## config.mk

```make
export PLATFORM = sky130hd
export DESIGN_NAME = exc_entry_ctrl
export DESIGN_NICKNAME = d
export VERILOG_FILES = /design/src/rtl/exc_pkg.sv /design/src/rtl/exc_order_pick.sv /design/src/rtl/exc_vector_gen.sv /design/src/rtl/exc_entry_ctrl.sv
export SDC_FILE = /design/constraint.sdc
export NUM_CORES = 1
export LEC_CHECK = 0
export BUFFER_PORTS_ARGS = -buffer_cell sky130_fd_sc_hd__buf_4
export CORE_ASPECT_RATIO = 0.5
export CORE_MARGIN = 8
export CORE_UTILIZATION = 30
export DETAILED_ROUTE_END_ITERATION = 16
export HOLD_SLACK_MARGIN = 0.02
export PLACE_DENSITY = 0.65
export REMOVE_ABC_BUFFERS = 1
export SLEW_MARGIN = 15
export SYNTH_ARGS = -nofsm -noshare
export SYNTH_HDL_FRONTEND = slang
export SYNTH_HIERARCHICAL = 1
export SYNTH_SLANG_ARGS = --single-unit
```

## constraint.sdc

```tcl
create_clock -name clk -period 2.6 [get_ports clk]
set_clock_uncertainty 0.05 [all_clocks]
set_input_delay 0.26 -clock clk [delete_from_list [all_inputs] [get_ports clk]]
set_output_delay 0.26 -clock clk [all_outputs]
set_load 0.005 [all_outputs]
```

## src/rtl/exc_pkg.sv

```systemverilog
package exc_pkg;
  localparam int XLEN    = 32;
  localparam int CODE_W  = 12;
  localparam int SR_PRIV = 31;
  localparam int SR_BANK = 30;
  localparam int SR_BLK  = 29;
  localparam int SR_FPD  = 8;
  localparam int SR_MSKW = 4;

  localparam logic [XLEN-1:0]   RESET_VEC  = 32'hA000_0000;
  localparam logic [XLEN-1:0]   GEN_OFF    = 32'h0000_0100;
  localparam logic [XLEN-1:0]   IRQ_OFF    = 32'h0000_0600;
  localparam logic [CODE_W-1:0] RESET_CODE = '0;

  typedef enum logic [1:0] {EV_NONE, EV_RESET, EV_GEN, EV_IRQ} ev_kind_e;

  function automatic logic [XLEN-1:0] sr_on_entry(input logic [XLEN-1:0] s);
    logic [XLEN-1:0] r;
    r = s;
    r[SR_PRIV] = 1'b1;
    r[SR_BANK] = 1'b1;
    r[SR_BLK]  = 1'b1;
    return r;
  endfunction

  function automatic logic [XLEN-1:0] sr_on_reset(input logic [XLEN-1:0] s);
    logic [XLEN-1:0] r;
    r = sr_on_entry(s);
    r[SR_MSKW-1:0] = '1;
    r[SR_FPD] = 1'b0;
    return r;
  endfunction
endpackage

```

## src/rtl/exc_order_pick.sv

```systemverilog
module exc_order_pick #(
  parameter int NSTG  = 3,
  localparam int IDX_W = (NSTG > 1) ? $clog2(NSTG) : 1
) (
  input  logic [NSTG-1:0]  req,
  output logic [NSTG-1:0]  gnt,
  output logic             any,
  output logic [IDX_W-1:0] idx
);
  logic [NSTG:0] older;

  assign older[0] = 1'b0;
  for (genvar g = 0; g < NSTG; g++) begin : g_chain
    assign gnt[g]     = req[g] & ~older[g];
    assign older[g+1] = older[g] | req[g];
  end
  assign any = older[NSTG];

  always_comb begin
    idx = '0;
    for (int i = NSTG - 1; i >= 0; i--) begin
      if (gnt[i]) idx = IDX_W'(i);
    end
  end

  // at most one stage is granted, and one is granted whenever any asks
  always_comb begin
    a_r5_one_grant: assert ($onehot0(gnt) && ((gnt != '0) == (req != '0)));
  end
endmodule

```

## src/rtl/exc_vector_gen.sv

```systemverilog
module exc_vector_gen
  import exc_pkg::*;
(
  input  ev_kind_e        kind,
  input  logic            blocked,
  input  logic            dbg_hit,
  input  logic [XLEN-1:0] vec_base,
  input  logic [XLEN-1:0] dbg_base,
  output logic [XLEN-1:0] handler_pc,
  output logic [XLEN-1:0] offset
);
  always_comb begin
    handler_pc = '0;
    offset     = '0;
    unique case (kind)
      EV_RESET: handler_pc = RESET_VEC;
      EV_GEN: begin
        if (blocked) begin
          handler_pc = RESET_VEC;
        end else if (dbg_hit) begin
          handler_pc = dbg_base;
        end else begin
          offset     = GEN_OFF;
          handler_pc = vec_base + GEN_OFF;
        end
      end
      EV_IRQ: begin
        offset     = IRQ_OFF;
        handler_pc = vec_base + IRQ_OFF;
      end
      default: ;
    endcase
  end
endmodule

```

## src/rtl/exc_entry_ctrl.sv

```systemverilog
module exc_entry_ctrl
  import exc_pkg::*;
#(
  parameter int NSTG = 3
) (
  input  logic                     clk,
  input  logic                     rst_n,
  input  logic                     rst_req,
  input  logic [NSTG-1:0]          stg_exc,
  input  logic [NSTG-1:0]          stg_ubrk,
  input  logic [NSTG*CODE_W-1:0]   stg_code,
  input  logic [NSTG*XLEN-1:0]     stg_pc,
  input  logic                     irq_req,
  input  logic [CODE_W-1:0]        irq_code,
  input  logic [XLEN-1:0]          cur_sr,
  input  logic [XLEN-1:0]          cur_pc,
  input  logic [XLEN-1:0]          cur_r15,
  input  logic [XLEN-1:0]          vec_base,
  input  logic [XLEN-1:0]          dbg_base,
  input  logic                     ubrk_en,
  output logic                     flush_o,
  output logic [XLEN-1:0]          redirect_pc_o,
  output logic [XLEN-1:0]          new_sr_o,
  output logic [XLEN-1:0]          saved_sr_o,
  output logic [XLEN-1:0]          saved_pc_o,
  output logic [XLEN-1:0]          saved_r15_o,
  output logic [CODE_W-1:0]        exc_code_o,
  output logic [CODE_W-1:0]        irq_code_o,
  output logic [XLEN-1:0]          vec_off_o
);
  localparam int IDX_W = (NSTG > 1) ? $clog2(NSTG) : 1;

  logic [NSTG-1:0]   gnt;
  logic              gen_any;
  logic [IDX_W-1:0]  idx;
  logic [CODE_W-1:0] sel_code;
  logic [XLEN-1:0]   sel_pc;
  logic              sel_ubrk;
  logic              blocked;
  ev_kind_e          kind;
  logic [XLEN-1:0]   hpc;
  logic [XLEN-1:0]   hoff;

  exc_order_pick #(.NSTG(NSTG)) u_pick (
    .req (stg_exc),
    .gnt (gnt),
    .any (gen_any),
    .idx (idx)
  );

  assign sel_code = stg_code[int'(idx)*CODE_W +: CODE_W];
  assign sel_pc   = stg_pc[int'(idx)*XLEN +: XLEN];
  assign sel_ubrk = |(gnt & stg_ubrk);
  assign blocked  = cur_sr[SR_BLK];

  // Requests seen while the flush strobe is high belong to cancelled work.
  always_comb begin
    if (flush_o)                  kind = EV_NONE;
    else if (rst_req)             kind = EV_RESET;
    else if (gen_any)             kind = EV_GEN;
    else if (irq_req && !blocked) kind = EV_IRQ;
    else                          kind = EV_NONE;
  end

  exc_vector_gen u_vec (
    .kind       (kind),
    .blocked    (blocked),
    .dbg_hit    (ubrk_en & sel_ubrk),
    .vec_base   (vec_base),
    .dbg_base   (dbg_base),
    .handler_pc (hpc),
    .offset     (hoff)
  );

  always_ff @(posedge clk or negedge rst_n) begin
    if (!rst_n) begin
      flush_o       <= 1'b0;
      redirect_pc_o <= '0;
      new_sr_o      <= '0;
      saved_sr_o    <= '0;
      saved_pc_o    <= '0;
      saved_r15_o   <= '0;
      exc_code_o    <= '0;
      irq_code_o    <= '0;
      vec_off_o     <= '0;
    end else begin
      flush_o <= (kind != EV_NONE);
      if (kind != EV_NONE) begin
        redirect_pc_o <= hpc;
        vec_off_o     <= hoff;
      end
      unique case (kind)
        EV_RESET: begin
          new_sr_o   <= sr_on_reset(cur_sr);
          exc_code_o <= RESET_CODE;
        end
        EV_GEN: begin
          exc_code_o <= sel_code;
          if (blocked) begin
            new_sr_o <= sr_on_reset(cur_sr);
          end else begin
            new_sr_o    <= sr_on_entry(cur_sr);
            saved_sr_o  <= cur_sr;
            saved_pc_o  <= sel_pc;
            saved_r15_o <= cur_r15;
          end
        end
        EV_IRQ: begin
          irq_code_o  <= irq_code;
          new_sr_o    <= sr_on_entry(cur_sr);
          saved_sr_o  <= cur_sr;
          saved_pc_o  <= cur_pc;
          saved_r15_o <= cur_r15;
        end
        default: ;
      endcase
    end
  end

  a_r9_flush_pulse: assert property (@(posedge clk) disable iff (!rst_n)
    flush_o |=> !flush_o);

  a_r1_reset_vector: assert property (@(posedge clk) disable iff (!rst_n)
    (rst_req && !flush_o) |=> (flush_o && redirect_pc_o == RESET_VEC));

  a_r3_mode_bits: assert property (@(posedge clk) disable iff (!rst_n)
    flush_o |-> (new_sr_o[SR_PRIV] && new_sr_o[SR_BANK] && new_sr_o[SR_BLK]));

  a_r7_irq_blocked: assert property (@(posedge clk) disable iff (!rst_n)
    (irq_req && cur_sr[SR_BLK] && !rst_req && stg_exc == '0) |=> !flush_o);

  a_r2_saved_hold: assert property (@(posedge clk) disable iff (!rst_n)
    !flush_o |-> ($stable(saved_sr_o) && $stable(saved_pc_o) && $stable(saved_r15_o)));
endmodule

```

==> results of run 1 <==
## power breakdown
group	switching (mW)	internal, mW	total, mW	leakage, nW
logic	1.88	2.77	4.64	5.48
registers	0.653	4.35	5.00	2.63
clock network	1.48	2.05	3.54	0.388
## flip-flops by register name (all words and copies together) (netlist names)
register / cells
new_sr_o: 30
exc_code_o: 12
redirect_pc_o: 32
irq_code_o: 12
saved_sr_o: 32
saved_pc_o: 32
flush_o: 1
saved_r15_o: 32
vec_off_o: 32
## cell usage after synthesis, drive strengths merged, types with 2 or more instances
cell | count | area [µm²]
dfrtp | 215 | 5380
mux2 | 206 | 2420
buf | 72 | 519
nor2 | 63 | 244
nand3 | 45 | 230
a221oi | 32 | 280
o31ai | 32 | 240
clkbuf | 29 | 130
o22ai | 25 | 156
inv | 23 | 86.3
nand2 | 20 | 82.6
o21ai | 16 | 80.1
xor2 | 15 | 131
a22oi | 14 | 105
a22o | 11 | 96.3
xnor2 | 11 | 96.3
a21oi | 10 | 50.1
nand4 | 9 | 83.8
nor3 | 9 | 50.1
nor4 | 8 | 50.1
a221o | 7 | 71.3
ha | 7 | 87.6
mux2i | 5 | 50.1
nand2b | 5 | 31.3
nor2b | 4 | 25.0
or2 | 4 | 25.0
or3 | 4 | 25.0
a21o | 3 | 22.5
a31oi | 3 | 18.8
nor3b | 3 | 27.5
o221ai | 3 | 26.3
a32oi | 2 | 17.5
and3 | 2 | 12.5
clkinv | 2 | 7.51
nand3b | 2 | 15.0
nor4b | 2 | 17.5
o211ai | 2 | 15.0
or4 | 2 | 18.8
## layer usage
metal | GRT usage (%) | up-vias | routed length (µm)
li1 | - | 4765 | -
met1 | 24.0 | 5245 | 17900
met2 | 37.2 | 320 | 25000
met3 | 3.59 | 117 | 2210
met4 | 7.92 | 0 | 2090
met5 | 0 | - | 0
## through the flow
step | hold WS [ps] | utilization (%)
finish | 50.8 | 48.6
global route | 33.0 | 48.6
CTS | 22.5 | 48.6
detailed placement | 145 | 42.9
global placement | 147 | 42.9
floorplan | -85.6 | -
## worst paths after layout
check,from,end,slack [ps],cells after the start
setup / recovery,flush_o$_DFF_PN0_,redirect_pc_o[28]$_DFFE_PN0P_,250,8
hold / removal,vec_base[6],redirect_pc_o[6]$_DFFE_PN0P_,50,3
setup reg to reg,flush_o$_DFF_PN0_,redirect_pc_o[28]$_DFFE_PN0P_,250,8
hold reg to reg,new_sr_o[8]$_DFFE_PN0P_,new_sr_o[8]$_DFFE_PN0P_,440,1
max in group asynchronous,rst_n,redirect_pc_o[2]$_DFFE_PN0P_,1540,3
min in group asynchronous,rst_n,irq_code_o[0]$_DFFE_PN0N_,180,2
## logic make-up after synthesis
| family | count (synthesis) |
|---|---|
| compound gates | 171 |
| xor+xnor | 26 |
| fa+ha+maj | 7 |
| buf+inv | 127 |
| flops | 215 |
| mux | 211 |
| other cells | 1 |
| simple gates | 185 |
## final cells by class
type / instances / area (µm²) / area share (%)
Antenna cell: 2 / 5.00 / 0.0278
Clock buffer: 25 / 592 / 3.29
Clock inverter: 15 / 199 / 1.11
Inverter: 25 / 93.8 / 0.522
Multi-Input combinational cell: 629 / 5170 / 28.8
Sequential cell: 215 / 5380 / 29.9
Tap cell: 494 / 618 / 3.44
Timing Repair Buffer: 721 / 5930 / 33.0
## worst register-to-register path, stage by stage (launching register included)
cell	delay [ps]
dfrtp_1	420
nor2_1	90
o21ai_0	100
inv_1	160
buf_4	140
or3b_2	480
nor2_4	440
a221o_1	260
mux2_2	140
## repair_timing
action	CTS	global route
hold buffers	129	0
endpoints found under the hold margin	294	0
setup buffers	0	0
==> metrics.cfg, run 1 <==
[drt]
drtIter0Drc=656
wl_mm=47.2
drt_pass1_iterations=7
drc=0
wl_per_cell_um=22.2
viasPerCell=4.91
vias=10447
ant_nets=0

[synth]
synthSimpleGateAreaFrac_pct=8.64
ys_types=72
synthAdderAreaFrac_pct=0.784
synth-edff-count=0
ys_seq_elements=215
yosys_warnings=6
synth_xor_area_share_pct=2.04
synth_ff_type=dfrtp_1
async_flop_share_pct=100
syn_inst=943
synth_compound_area_share_pct=11.4
synth.avg_cell_area_um2=11.8
synthMuxAreaShare_pct=22.2
ys_seq_area_share_pct=48.2
syn_area_um2=11200
synth_top_family_by_area=multiplexers

[global_routing]
grt_max_degree=64
grt_pass1_wl_mm=69.6
grt.total_usage_pct=20.6
grt_pass1_vias=10854
gr-total-overflow=0
antenna_found_initial=3

[timing]
finalSetupViolCount=0
grt_setup_unrepaired=false
hold_violations=0
worst_slack_ps=246
period_needed_ps=2350
timing.final.max_slew_violations=0
fin_crit_sh_pct=90.5
tightest_slew_ps=914
relSlewSlack_pct=38.9
max_freq_mhz=425
fin_tns_setup_ps=0

[floorplanning]
core_um2=37000
ios=532
die_x_um=289
dieArea_um2=44000
dieHeight_um=152
initial_utilization_pct=30.2
rows=50

[final_layout]
nNetsFinal=1936
layout_common_cells=buf_4 (576), dfrtp_1 (215), dlygate4sd3_1 (129)
layoutNonFillerInstCount=2126
fin_area_um2=18000
area_delta_synth_final_pct=61.1
drive_gt1_share_pct=47.8
mostFrequentLayoutCell=buf_4
fillCellCount=3402

[clocking]
cts.sinks=215
ctsLongestPathBuffers=3
clkTransAtPathRegs_ps=70
clk-insertion-delay-late_ps=520
numCtsBuffers=22
cts_resized=0
cts-root-buf=clkbuf_16
cts_tree=yes
htreeDepth=1

[place]
post-dp-hpwl_mm=36.8
place_inst=1955
pre_cts_slack_ps=-30.0
placed_area_um2=15900
routabilityCongestion=0.897
port_buffers=531

[setup_path]
end_kind=flip-flop
crit_family=simple AND/OR/NAND/NOR gates
criticalPathCategory=reg2reg
cpPeakStageDelay_ps=480
worstPathRequired_ps=3010
worstPathCellList=nor2_1 > o21ai_0 > inv_1 > buf_4 > or3b_2 > nor2_4 > a221o_1 > mux2_2
path_max_fanout=16
critPathBufInv=2
start_kind=flip-flop
slowest_stage=or3b_2
arrival_ps=2760

[run]
drv_cap=0

[power]
leakage_nw=8.49
p_per_area_nw_per_um2=732
worst_ir_drop_vdd_uv=545
p_total_mw=13.2

[worst_hold_path]
hp-class=in2reg

[status]
status=completed

(Power assumes the default switching activity.)
==> inputs of run 2 (changes only) <==
--- a/config.mk
+++ b/config.mk
@@ -9,6 +9,7 @@
 export CORE_ASPECT_RATIO = 0.5
 export CORE_MARGIN = 8
 export CORE_UTILIZATION = 30
+export CTS_BUF_LIST = sky130_fd_sc_hd__clkbuf_16
 export DETAILED_ROUTE_END_ITERATION = 16
 export HOLD_SLACK_MARGIN = 0.02
 export PLACE_DENSITY = 0.65
==> metrics.cfg, run 2 (synthesis results as in run 1) <==
[drt]
wl_per_cell_um=22.1
drc=0
viasPerCell=4.91
ant_nets=0
drtIter0Drc=649
vias=10458
wl_mm=47.1
drt_pass1_iterations=5

[clocking]
holdBufCountCts=130
cts.sinks=215
clkTransAtPathRegs_ps=80
numCtsBuffers=22
cts-root-buf=clkbuf_16
ctsLongestPathBuffers=3
clk-insertion-delay-late_ps=530
htreeDepth=1
cts_setup_buffers=0
cts_resized=0
cts_tree=yes

[floorplanning]
core_um2=37000
dieArea_um2=44000
die_x_um=289
dieHeight_um=152
ios=532
rows=50
initial_utilization_pct=30.2

[run]
drv_cap=0

[global_routing]
grt_max_degree=64
antenna_found_initial=3
gr-total-overflow=0
grt_pass1_vias=10819
grt_pass1_wl_mm=69.4
grt.total_usage_pct=20.5

[power]
worst_ir_drop_vdd_uv=461
p_per_area_nw_per_um2=728
leakage_nw=8.48
p_total_mw=13.1

[setup_path]
start_kind=flip-flop
r2r_slack_ps=250
end_kind=flip-flop
criticalPathCategory=reg2reg
arrival_ps=2760
cpPeakStageDelay_ps=480
ff2ff_path_depth=8
path_max_fanout=16
worstPathRequired_ps=3010
worstPathCellList=nor2_1 > o21ai_0 > inv_1 > buf_4 > or3b_2 > nor2_4 > a221o_1 > mux2_2
slowest_stage=or3b_2

[final_layout]
drive_gt1_share_pct=47.6
seq_area_um2=5380
multi_input_area_um2=5170
area_delta_synth_final_pct=60.9
layout_common_cells=buf_4 (576), dfrtp_1 (215), dlygate4sd3_1 (130)
mostFrequentLayoutCell=buf_4
fillCellCount=3401
nNetsFinal=1937

[timing]
finalSetupViolCount=0
hold_slack_ps=46.6
timing.final.max_slew_violations=0
relSlewSlack_pct=37.9
grt_setup_unrepaired=false
max_freq_mhz=425
period_needed_ps=2350
tightest_slew_ps=930
fin_crit_sh_pct=90.4
hold_violations=0

[worst_hold_path]
min_path_cells=3
hp-class=in2reg

[place]
routabilityCongestion=0.897
port_buffers=531
post-dp-hpwl_mm=36.8

[status]
status=completed

## run 2: layout make-up
| type | count | area share, % |
|---|---|---|
| Clock inverter | 18 | 1.17 |
| Inverter | 25 | 0.522 |
| Antenna cell | 3 | 0.0418 |
| Multi-Input combinational cell | 629 | 28.8 |
| Timing Repair Buffer | 722 | 33.0 |
| Tap cell | 494 | 3.44 |
| Clock buffer | 22 | 3.06 |
| Sequential cell | 215 | 29.9 |
## run 2: where the power goes
group | internal (mW) | switching (mW) | total (mW)
Sequential | 4.35 | 0.651 | 5.00
Combinational | 2.77 | 1.87 | 4.64
Clock | 1.96 | 1.49 | 3.46
Total | 9.08 | 4.02 | 13.1
## run 2: per-layer routing
layer  wire length (µm)  track usage (%)  part of all wire (%)
met3               2030             3.62                   4.3
met4               2200             8.09                   4.7
met1              18100             23.9                    38
met2              24800             37.0                    53
met5                  0                0                     0
## run 2: worst paths after layout
check / endpoint / startpoint
setup / recovery: redirect_pc_o[28]$_DFFE_PN0P_ / flush_o$_DFF_PN0_
hold / removal: redirect_pc_o[24]$_DFFE_PN0P_ / dbg_base[24]
setup reg to reg: redirect_pc_o[28]$_DFFE_PN0P_ / flush_o$_DFF_PN0_
hold reg to reg: saved_r15_o[18]$_DFFE_PN0P_ / saved_r15_o[18]$_DFFE_PN0P_
max in group asynchronous: redirect_pc_o[2]$_DFFE_PN0P_ / rst_n
min in group asynchronous: saved_sr_o[31]$_DFFE_PN0P_ / rst_n
## run 2: worst max-delay path: cells and delay by family, from the launching register on
kind | cells | cell delay [ps]
buf+inv | 2 | 300
mux | 1 | 140
simple gates | 3 | 1010
compound gates | 2 | 350
flops | 1 | 420
## run 2: stage by stage
stage / cell area [µm²] / worst slack [ps] / setup TNS, ps / util (%) / std cells
6_report: 18000 / 249 / 0 / 48.5 / 2128
3_5_place_dp: 15900 / -30.0 / -60.0 / 42.9 / 1955
5_1_grt: 18000 / 42.0 / 0 / 48.5 / 2127
2_1_floorplan: 10600 / -3790 / -333860 / - / 869
3_3_place_gp: 15900 / -1.75 / -1.75 / 42.9 / 1955
4_1_cts: 18000 / 230 / 0 / 48.5 / 2125
==> inputs of run 3 (changes only) <==
==> constraint.sdc (replaced) <==
create_clock -name clk -period 2.2 [get_ports clk]
set_clock_uncertainty 0.05 [all_clocks]
set_input_delay 0.22 -clock clk [delete_from_list [all_inputs] [get_ports clk]]
set_output_delay 0.22 -clock clk [all_outputs]
set_load 0.005 [all_outputs]
==> metrics.cfg, run 3 (synthesis results as in run 1) <==
[setup_path]
cp_common_cell=buf_4
worstPathCellList=buf_4 > or2_4 > ha_2 > buf_4 > nand2b_2 > and2_4 > buf_12 > mux2_4
arrival_ps=2450
path_max_fanout=13
criticalPathCategory=reg2reg
r2r_slack_ps=90
worstPathRequired_ps=2540
crit_family=simple AND/OR/NAND/NOR gates
end_kind=flip-flop
slowest_stage=dfrtp_1
critPathBufInv=3
start_kind=flip-flop
cpPeakStageDelay_ps=390

[drt]
wl_mm=48.4
drc=0
viasPerCell=4.90
vias=10701
ant_nets=0
drt_pass1_iterations=5
wl_per_cell_um=22.1
drtIter0Drc=636

[power]
worst_ir_drop_vdd_uv=664
combPwrFrac_pct=36.3
p_seq_share_pct=38.2
p_per_area_nw_per_um2=837
clkPwrFrac_pct=25.5
p_sw_mw=4.75
leakage_nw=8.80
switching_share_pct=30.6
p_int_mw=10.8
p_total_mw=15.5

[clocking]
numCtsBuffers=23
clk-insertion-delay-late_ps=510
htreeDepth=1
cts_tree=yes
clkTransAtPathRegs_ps=60
ctsLongestPathBuffers=3
cts-root-buf=clkbuf_16
cts.sinks=215

[floorplanning]
ios=532
die_x_um=289
rows=50
dieHeight_um=152
core_um2=37000
dieArea_um2=44000
initial_utilization_pct=30.2

[timing]
hold_violations=0
relSlewSlack_pct=30.1
max_freq_mhz=475
hold_slack_ps=53.0
finalSetupViolCount=0
worst_slack_ps=93.3
period_needed_ps=2110
fin_crit_sh_pct=95.8
grt_setup_unrepaired=true
fin_tns_setup_ps=0
timing.final.max_slew_violations=0
tightest_slew_ps=1050

[global_routing]
grt_pass1_vias=11383
grt_max_degree=52
met1_usage_pct=24.6
grt_pass1_wl_mm=71.8
antenna_found_initial=7
grt-busiest-layer=met2
gr-usage-met2_pct=38.9
gr-total-overflow=0
grt.total_usage_pct=21.1
grt.met3_usage_pct=3.89

[place]
port_buffers=531
routabilityCongestion=0.896
pre_cts_slack_ps=-467
placed_area_um2=16200
place_inst=1993
post-dp-hpwl_mm=37.8

[final_layout]
layoutNonFillerInstCount=2186
layout_common_cells=buf_4 (611), dfrtp_1 (215), dlygate4sd3_1 (147)
area_delta_synth_final_pct=66.1
final_core_util_pct=50.1
fin_area_um2=18600
mostFrequentLayoutCell=buf_4
nNetsFinal=1996
drive_gt1_share_pct=49.0

[status]
status=completed

[run]
drv_cap=0

[worst_hold_path]
hp-class=in2reg

run 3: cell count changes in the layout (fill, tap and decap cells not counted), sizes merged:
cell	delta
bufinv	-1
buf	+41
clkbuf	+1
clkinvlp	-1
dlygate4sd3	+17
clkinv	-9
inv	+10
run 3: timing repair:
action,4_1_cts,5_1_grt
setup buffers,2,1
gates resized for setup,1,16
pin swaps,1,1
hold buffers,147,0
endpoints found under the setup margin,17,71
hold endpoints to repair,350,0
run 3: layout make-up:
class	instances	area (µm²)
multi-input cells	629	5230
inverters	25	93.8
well taps	494	618
clock buffers	23	576
clock inverters	17	164
flip-flops and latches	215	5380
repair buffers	780	6480
diodes	3	7.51
fillers	3325	18500
run 3: final timing paths:
path	from	end	cells after the start
worst max-delay path	flush_o$_DFF_PN0_	saved_sr_o[25]$_DFFE_PN0P_	8
worst min-delay path	vec_base[18]	redirect_pc_o[18]$_DFFE_PN0P_	4
worst max register to register	flush_o$_DFF_PN0_	saved_sr_o[25]$_DFFE_PN0P_	8
worst min register to register	new_sr_o[8]$_DFFE_PN0P_	new_sr_o[8]$_DFFE_PN0P_	1
max in group asynchronous	rst_n	vec_off_o[23]$_DFFE_PN0P_	3
min in group asynchronous	rst_n	irq_code_o[5]$_DFFE_PN0N_	2
run 3: worst min-delay path: cells and delay by family:
family,cells,cell delay (ps)
multiplexers,1,140
AND/OR/NAND/NOR,1,50
AO/OA/AOI/OAI,1,60
buffers and inverters,1,120
run 3: power groups by stage:
stage	clock network [mW]	registers (mW)	logic, mW
3_5_place_dp	0	5.96	5.41
5_1_grt	4.25	6.06	5.97
2_1_floorplan	0	5.88	1.78
4_1_cts	4.09	5.91	5.66
3_3_place_gp	0	5.91	5.32
6_report	3.95	5.93	5.64
run 3: routing by layer:
metal / vias up / part of all wire, %
met5: - / 0.081
met4: 6 / 3.2
met3: 96 / 4.2
met2: 268 / 54
met1: 5449 / 38
li1: 4882 / -
